**src/rtl/xdma_pkg.sv**
```systemverilog
package xdma_pkg;

    typedef enum logic [1:0] {
        HM_PLAIN  = 2'd0,
        HM_EXTMEM = 2'd1,
        HM_PACED  = 2'd2
    } hmode_e;

    typedef enum logic [2:0] {
        ST_IDLE,
        ST_NEXT,
        ST_ARM,
        ST_XFER,
        ST_LOAD
    } st_e;

    typedef struct packed {
        logic   outward;
        hmode_e mode;
    } ctl_t;

    typedef struct packed {
        logic grant_n;
        logic rd_n;
        logic wr_n;
        logic done;
        logic mem_wr;
        logic step_int;
        logic step_ext;
    } pins_t;

    localparam logic [2:0] SEL_IADDR = 3'd0;
    localparam logic [2:0] SEL_EADDR = 3'd1;
    localparam logic [2:0] SEL_COUNT = 3'd2;
    localparam logic [2:0] SEL_CTL   = 3'd3;
    localparam logic [2:0] SEL_LINK  = 3'd4;

    localparam int DESC_WORDS = 4;

    function automatic ctl_t decode_ctl(input logic [2:0] v);
        ctl_t c;
        c.outward = v[2];
        case (v[1:0])
            2'd1:    c.mode = HM_EXTMEM;
            2'd2:    c.mode = HM_PACED;
            default: c.mode = HM_PLAIN;
        endcase
        return c;
    endfunction

endpackage

```
**src/rtl/xdma_reqsync.sv**
```systemverilog
module xdma_reqsync #(
    parameter int STAGES = 2
) (
    input  logic clk,
    input  logic rst,
    input  logic req_n,
    input  logic flush,
    input  logic take,
    output logic pend
);
    localparam int SW = STAGES + 1;

    logic [SW-1:0] sh;
    logic          fall;

    generate
        for (genvar i = 0; i < SW; i++) begin : g_stage
            if (i == 0) begin : g_first
                always_ff @(posedge clk) begin
                    if (rst) sh[i] <= 1'b1;
                    else     sh[i] <= req_n;
                end
            end else begin : g_rest
                always_ff @(posedge clk) begin
                    if (rst) sh[i] <= 1'b1;
                    else     sh[i] <= sh[i-1];
                end
            end
        end
    endgenerate

    assign fall = sh[STAGES] & ~sh[STAGES-1];

    always_ff @(posedge clk) begin
        if (rst || flush)  pend <= 1'b0;
        else if (fall)     pend <= 1'b1;
        else if (take)     pend <= 1'b0;
    end

    assert_take_needs_pend_R2: assert property (@(posedge clk) disable iff (rst)
        take |-> pend);

    assert_edge_registers_R2: assert property (@(posedge clk) disable iff (rst)
        (fall && !flush) |=> pend);

endmodule

```
**src/rtl/xdma_strobe.sv**
```systemverilog
module xdma_strobe
    import xdma_pkg::*;
(
    input  logic  clk,
    input  logic  rst,
    input  logic  active,
    input  ctl_t  ctl,
    input  logic  ack,
    output pins_t pins
);
    always_comb begin
        pins = '{grant_n: 1'b1, rd_n: 1'b1, wr_n: 1'b1, done: 1'b0,
                 mem_wr: 1'b0, step_int: 1'b0, step_ext: 1'b0};
        if (active) begin
            case (ctl.mode)
                HM_EXTMEM: begin
                    pins.grant_n  = 1'b0;
                    pins.rd_n     = ~ctl.outward;
                    pins.wr_n     = ctl.outward;
                    pins.done     = ack;
                    pins.step_ext = 1'b1;
                end
                HM_PACED: begin
                    pins.rd_n     = ctl.outward;
                    pins.wr_n     = ~ctl.outward;
                    pins.done     = ack;
                    pins.mem_wr   = ~ctl.outward & ack;
                    pins.step_int = 1'b1;
                    pins.step_ext = 1'b1;
                end
                default: begin
                    pins.grant_n  = 1'b0;
                    pins.done     = 1'b1;
                    pins.mem_wr   = ~ctl.outward;
                    pins.step_int = 1'b1;
                end
            endcase
        end
    end

    assert_single_strobe_R4: assert property (@(posedge clk) disable iff (rst)
        !(!pins.rd_n && !pins.wr_n));

endmodule

```
**src/rtl/xdma_engine.sv**
```systemverilog
module xdma_engine
    import xdma_pkg::*;
#(
    parameter int AW = 16
) (
    input  logic          clk,
    input  logic          rst,
    input  logic          cfg_we,
    input  logic [2:0]    cfg_sel,
    input  logic [AW-1:0] cfg_wdata,
    input  logic          cfg_go,
    input  logic          pend,
    input  pins_t         pins,
    input  logic [AW-1:0] rd_word,
    output logic          take,
    output logic          flush,
    output logic          active,
    output ctl_t          ctl,
    output logic [AW-1:0] mem_addr,
    output logic [AW-1:0] ext_addr,
    output logic          irq
);
    localparam int LIW = $clog2(DESC_WORDS);
    localparam logic [LIW-1:0] LAST_IDX = LIW'(DESC_WORDS - 1);

    st_e           st;
    logic [AW-1:0] iptr, eptr, cnt, link;
    logic [LIW-1:0] lidx;
    logic          irq_q;

    always_ff @(posedge clk) begin
        if (rst) begin
            st    <= ST_IDLE;
            iptr  <= '0;
            eptr  <= '0;
            cnt   <= '0;
            link  <= '0;
            ctl   <= decode_ctl(3'd0);
            lidx  <= '0;
            irq_q <= 1'b0;
        end else begin
            irq_q <= 1'b0;
            if (st == ST_IDLE && cfg_we) begin
                case (cfg_sel)
                    SEL_IADDR: iptr <= cfg_wdata;
                    SEL_EADDR: eptr <= cfg_wdata;
                    SEL_COUNT: cnt  <= cfg_wdata;
                    SEL_CTL:   ctl  <= decode_ctl(cfg_wdata[2:0]);
                    SEL_LINK:  link <= cfg_wdata;
                    default: ;
                endcase
            end
            case (st)
                ST_IDLE: if (cfg_go) st <= ST_NEXT;
                ST_NEXT: begin
                    if (cnt != '0) begin
                        st <= ST_ARM;
                    end else if (link != '0) begin
                        st   <= ST_LOAD;
                        lidx <= '0;
                    end else begin
                        irq_q <= 1'b1;
                        st    <= ST_IDLE;
                    end
                end
                ST_ARM: if (pend) st <= ST_XFER;
                ST_XFER: begin
                    if (pins.done) begin
                        cnt <= cnt - 1'b1;
                        if (pins.step_int) iptr <= iptr + 1'b1;
                        if (pins.step_ext) eptr <= eptr + 1'b1;
                        st <= ST_NEXT;
                    end
                end
                ST_LOAD: begin
                    case (lidx)
                        LIW'(0): iptr <= rd_word;
                        LIW'(1): eptr <= rd_word;
                        LIW'(2): cnt  <= rd_word;
                        default: link <= rd_word;
                    endcase
                    lidx <= lidx + 1'b1;
                    if (lidx == LAST_IDX) st <= ST_NEXT;
                end
                default: st <= ST_IDLE;
            endcase
        end
    end

    assign take     = (st == ST_ARM) && pend;
    assign flush    = (st == ST_IDLE);
    assign active   = (st == ST_XFER);
    assign mem_addr = (st == ST_LOAD) ? link + AW'(lidx) : iptr;
    assign ext_addr = eptr;
    assign irq      = irq_q;

    assert_count_step_R7: assert property (@(posedge clk) disable iff (rst)
        (st == ST_XFER && pins.done) |=> (cnt == $past(cnt) - 1'b1));

    assert_irq_single_R7: assert property (@(posedge clk) disable iff (rst)
        irq_q |=> !irq_q);

    assert_busy_regs_frozen_R9: assert property (@(posedge clk) disable iff (rst)
        (st == ST_ARM) |=> ($stable(iptr) && $stable(link) && $stable(cnt)));

endmodule

```
**src/rtl/xdma_chan.sv**
```systemverilog
module xdma_chan
    import xdma_pkg::*;
#(
    parameter int AW          = 16,
    parameter int DW          = 32,
    parameter int SYNC_STAGES = 2
) (
    input  logic          clk,
    input  logic          rst,
    input  logic          cfg_we,
    input  logic [2:0]    cfg_sel,
    input  logic [AW-1:0] cfg_wdata,
    input  logic          cfg_go,
    input  logic          dmar_n,
    output logic          dmag_n,
    output logic [AW-1:0] ext_addr,
    output logic          ext_rd_n,
    output logic          ext_wr_n,
    input  logic          ext_ack,
    input  logic [DW-1:0] ext_din,
    output logic [DW-1:0] ext_dout,
    output logic [AW-1:0] mem_addr,
    output logic          mem_we,
    output logic [DW-1:0] mem_wdata,
    input  logic [DW-1:0] mem_rdata,
    output logic          irq
);
    logic  pend, take, flush, active;
    ctl_t  ctl;
    pins_t pins;

    xdma_reqsync #(.STAGES(SYNC_STAGES)) u_sync (
        .clk   (clk),
        .rst   (rst),
        .req_n (dmar_n),
        .flush (flush),
        .take  (take),
        .pend  (pend)
    );

    xdma_strobe u_strobe (
        .clk    (clk),
        .rst    (rst),
        .active (active),
        .ctl    (ctl),
        .ack    (ext_ack),
        .pins   (pins)
    );

    xdma_engine #(.AW(AW)) u_engine (
        .clk       (clk),
        .rst       (rst),
        .cfg_we    (cfg_we),
        .cfg_sel   (cfg_sel),
        .cfg_wdata (cfg_wdata),
        .cfg_go    (cfg_go),
        .pend      (pend),
        .pins      (pins),
        .rd_word   (mem_rdata[AW-1:0]),
        .take      (take),
        .flush     (flush),
        .active    (active),
        .ctl       (ctl),
        .mem_addr  (mem_addr),
        .ext_addr  (ext_addr),
        .irq       (irq)
    );

    assign dmag_n    = pins.grant_n;
    assign ext_rd_n  = pins.rd_n;
    assign ext_wr_n  = pins.wr_n;
    assign mem_we    = active & pins.mem_wr;
    assign mem_wdata = ext_din;
    assign ext_dout  = mem_rdata;

    assert_plain_grant_one_clock_R3: assert property (@(posedge clk) disable iff (rst)
        (!dmag_n && ext_rd_n && ext_wr_n) |=> dmag_n);

    assert_hold_in_wait_R6: assert property (@(posedge clk) disable iff (rst)
        ((!ext_rd_n || !ext_wr_n) && !ext_ack) |=>
            ((!ext_rd_n || !ext_wr_n) && $stable(ext_addr) && $stable(dmag_n)));

    assert_extmem_no_internal_write_R4: assert property (@(posedge clk) disable iff (rst)
        (!dmag_n && !(ext_rd_n && ext_wr_n)) |-> !mem_we);

endmodule

```
**config.mk**
```make
export PLATFORM = sky130hd
export DESIGN_NAME = xdma_chan
export DESIGN_NICKNAME = d
export VERILOG_FILES = /design/src/rtl/xdma_pkg.sv /design/src/rtl/xdma_reqsync.sv /design/src/rtl/xdma_strobe.sv /design/src/rtl/xdma_engine.sv /design/src/rtl/xdma_chan.sv
export SDC_FILE = /design/constraint.sdc
export NUM_CORES = 1
export LEC_CHECK = 0
export ABC_AREA = 1
export CORE_MARGIN = 3
export CORE_UTILIZATION = 39
export DETAILED_ROUTE_END_ITERATION = 10
export PLACE_DENSITY = 0.68
export SYNTH_ARGS = -nofsm -noshare
export SYNTH_HDL_FRONTEND = slang
export SYNTH_SLANG_ARGS = --single-unit
```
**constraint.sdc**
```tcl
create_clock -name clk -period 3.5 [get_ports clk]
set_input_delay 1.05 -clock clk [delete_from_list [all_inputs] [get_ports clk]]
set_output_delay 1.05 -clock clk [all_outputs]
set_load 0.1 [all_outputs]
```
==> flow_metrics.tcl <==
set metrics [dict create \
    ios 190 \
    die_y_um 137 \
    nets 1248 \
    report.final.setup_viol 0 \
    yosys.area_share.simple 0.365 \
    io_buffers 93 \
    status "finished clean" \
    drive_above_1_share 0.129 \
    finClkSkew_ns 0.00856 \
    via_count 7500 \
    syn_area_um2 6660 \
    power_uw 4630 \
    synth_edf_count 0 \
    first_iter_violations 896 \
    clock_path_buffers 2 \
    syn_to_final_growth_pct 21.0 \
    grt_max_degree 60 \
    hold_path.class "flop to flop" \
    cts.sinks 77 \
    final_common_cell "nand2_1" \
    critPathCaptureType "primary output" \
    power_density_nw_per_um2 575 \
    yosysWarnings 0 \
    routed_wl_um 24600 \
    cts_tree "done" \
    dpl.hpwl_um 18100 \
    initial_utilization 0.400 \
    ctsHoldBuffers 0 \
    wl_per_cell_um 18.0 \
    period_share 0.981 \
    grt_pass1_wl_um 37600 \
    path_clk_slew_ns 0.06 \
    drcViolationCount 0 \
    syn_inst 1113 \
    synth-async-reset-ratio 0 \
    crit_slowest_cell "fa_2" \
    critPathMaxFanout 4 \
    vias_per_cell 5.47 \
    slew_headroom 0.512 \
    cap_violations 0 \
    synth_fa_ha_area_frac 0.0256 \
    final_core_util 0.484 \
    core_area_um2 16600 \
    critPathMostFrequentCell "inv_2" \
    tightest_slew_ns 0.728 \
    synth-compound-area-share 0.179 \
    rsz0062_at_grt "yes" \
    cts-root-buf "clkbuf_16" \
    overflow 0 \
    ir_worst_vdd_uv 290 \
    synth-seq-cells 77 \
    die_area_um2 18700 \
    place_congestion 0.950 \
    seq_area_frac_synth 0.231 \
    final_cell_mix "292 x nand2_1, 121 x inv_1, 109 x nor2_1" \
    critPathMaxStageDelay_ns 0.37 \
    synth_top_family_by_area "simple AND/OR/NAND/NOR gates" \
    h-tree-depth 3 \
    syn_avg_cell_area_um2 5.98 \
    antenna_found_initial 0 \
    worst_setup_path_start_kind "flop" \
    crit_arrival_ns 2.38 \
    grt_pass1_vias 6652 \
    synthMuxAreaShare 0 \
    clock_latency_ns 0.35 \
    leakage_uw 0.00341 \
    fmaxAchievable_mhz 291 \
    grtUsageTotal 0.263 \
    finalMaxSlewViolations 0 \
    critPathKind "flop to primary output" \
    diodes 0 \
    path_cells "ha_4 -> inv_2 -> fa_2 -> inv_2 -> nand2_4 -> nor3_4 -> buf_4 -> nand4_1 -> xor2_1 -> nand2_1 -> o21ai_2 -> clkbuf_16" \
    min_period_ns 3.43 \
    die_x_um 137 \
    hold_viol_final 0 \
    ant_nets 0 \
    dr.pass1.iters 5 \
    cp.required_ns 2.45 \
    cts-buffers-inserted 9 \
    ys_types 38 \
    ys_dominant_reg_cell "dfxtp_1" \
    num_rows 47 \
    synthesis.nets 1215 \
    synth_xor_area_frac 0.0210 \
]
routing by layer:
metal / vias up / track usage / part of all wire
met5: - / 0 / 0
met4: 0 / 0.116 / 0.040
met3: 54 / 0.0599 / 0.12
met2: 412 / 0.385 / 0.42
met1: 3380 / 0.368 / 0.42
li1: 3654 / - / -
worst max-delay path: cells and delay by family, from the launching register on:
family,cells,cell delay [ns]
buffers and inverters,4,0.52
AND/OR/NAND/NOR,4,0.39
AO/OA/AOI/OAI,1,0.08
XOR/XNOR,1,0.17
flip-flops,1,0.35
adder cells (fa/ha/maj),2,0.52
registers in the layout, indices dropped and copies added (netlist names):
| name | count |
|---|---|
| u_engine.irq | 1 |
| u_engine.st | 3 |
| u_engine.ext_addr | 16 |
| u_engine.ctl | 3 |
| u_engine.cnt | 16 |
| u_sync.sh | 3 |
| u_sync.pend | 1 |
| u_engine.iptr | 16 |
| u_engine.link | 16 |
| u_engine.lidx | 2 |
synthesized netlist by cell type, types with 2 or more instances:
| master | instances | area share |
|---|---|---|
| nand2_1 | 293 | 0.17 |
| inv_1 | 123 | 0.069 |
| nor2_1 | 109 | 0.061 |
| nand3_1 | 102 | 0.077 |
| a21oi_1 | 82 | 0.062 |
| dfxtp_1 | 77 | 0.23 |
| buf_4 | 70 | 0.079 |
| o21ai_0 | 63 | 0.047 |
| o211ai_1 | 30 | 0.034 |
| nand4_1 | 17 | 0.016 |
| buf_2 | 14 | 0.011 |
| clkbuf_1 | 13 | 0.0073 |
| xor2_1 | 13 | 0.017 |
| ha_1 | 12 | 0.023 |
| nor3_1 | 12 | 0.0090 |
| o21ai_1 | 10 | 0.0075 |
| a31oi_1 | 9 | 0.0085 |
| nand2_2 | 8 | 0.0075 |
| a22oi_1 | 5 | 0.0056 |
| o22ai_1 | 5 | 0.0047 |
| or2_2 | 5 | 0.0047 |
| buf_6 | 4 | 0.0068 |
| clkinv_1 | 4 | 0.0023 |
| inv_2 | 4 | 0.0023 |
| nor2_2 | 4 | 0.0038 |
| nor2_4 | 4 | 0.0068 |
| o21bai_1 | 4 | 0.0045 |
| nand3_2 | 3 | 0.0045 |
| xnor2_1 | 3 | 0.0039 |
| a211oi_1 | 2 | 0.0023 |
| nand3_4 | 2 | 0.0053 |
final timing paths:
kind	start	to	slack, ns	cells past startpoint
worst max-delay path	u_engine.lidx[0]	mem_addr[14]	0.07	12
worst min-delay path	u_sync.sh[0]	u_sync.sh[1]	0.42	1
worst max register to register	u_engine.st[0]	u_engine.link[4]	0.98	9
worst min register to register	u_sync.sh[0]	u_sync.sh[1]	0.42	1
stage by stage:
| step | setup TNS [ns] | worst slack, ns | area (um2) | cells | hold slack, ns |
|---|---|---|---|---|---|
| 2_1_floorplan | -4.94 | -0.718 | 6660 | 1113 | 0.389 |
| 3_3_place_gp | 0 | 0.308 | 7610 | 1346 | 0.395 |
| 3_5_place_dp | 0 | 0.217 | 7610 | 1346 | 0.407 |
| 4_1_cts | 0 | 0.0252 | 7980 | 1369 | 0.423 |
| 5_1_grt | -0.0524 | -0.0282 | 8050 | 1371 | 0.426 |
| 6_report | 0 | 0.0682 | 8050 | 1371 | 0.418 |
layout make-up:
cell class	instances	area, um2
multi-input combinational	803	3990
fill	1724	8590
sequential	77	1550
timing repair buffer	123	1450
clock buffer	12	246
clock inverter	4	47.5
tap	220	275
inverter	132	498
logic make-up (layout without fill, tap and decap cells):
| group | Yosys count | after routing |
|---|---|---|
| buf+inv | 233 | 271 |
| xor+xnor | 16 | 16 |
| simple gates | 562 | 562 |
| fa+ha+maj | 13 | 13 |
| flops | 77 | 77 |
| compound gates | 212 | 212 |
report_power, final:
part | internal [uW] | switching [uW]
Clock | 570 | 392
Sequential | 1010 | 179
Combinational | 767 | 1710
repair_timing:
action                                 CTS  global route
gates resized for setup                  6            19
setup endpoints to repair                4             8
buffers inserted                         7             2
pin swaps                                2             4
endpoints found under the hold margin    0             0
Note: power is estimated with default switching activity, not from simulation.
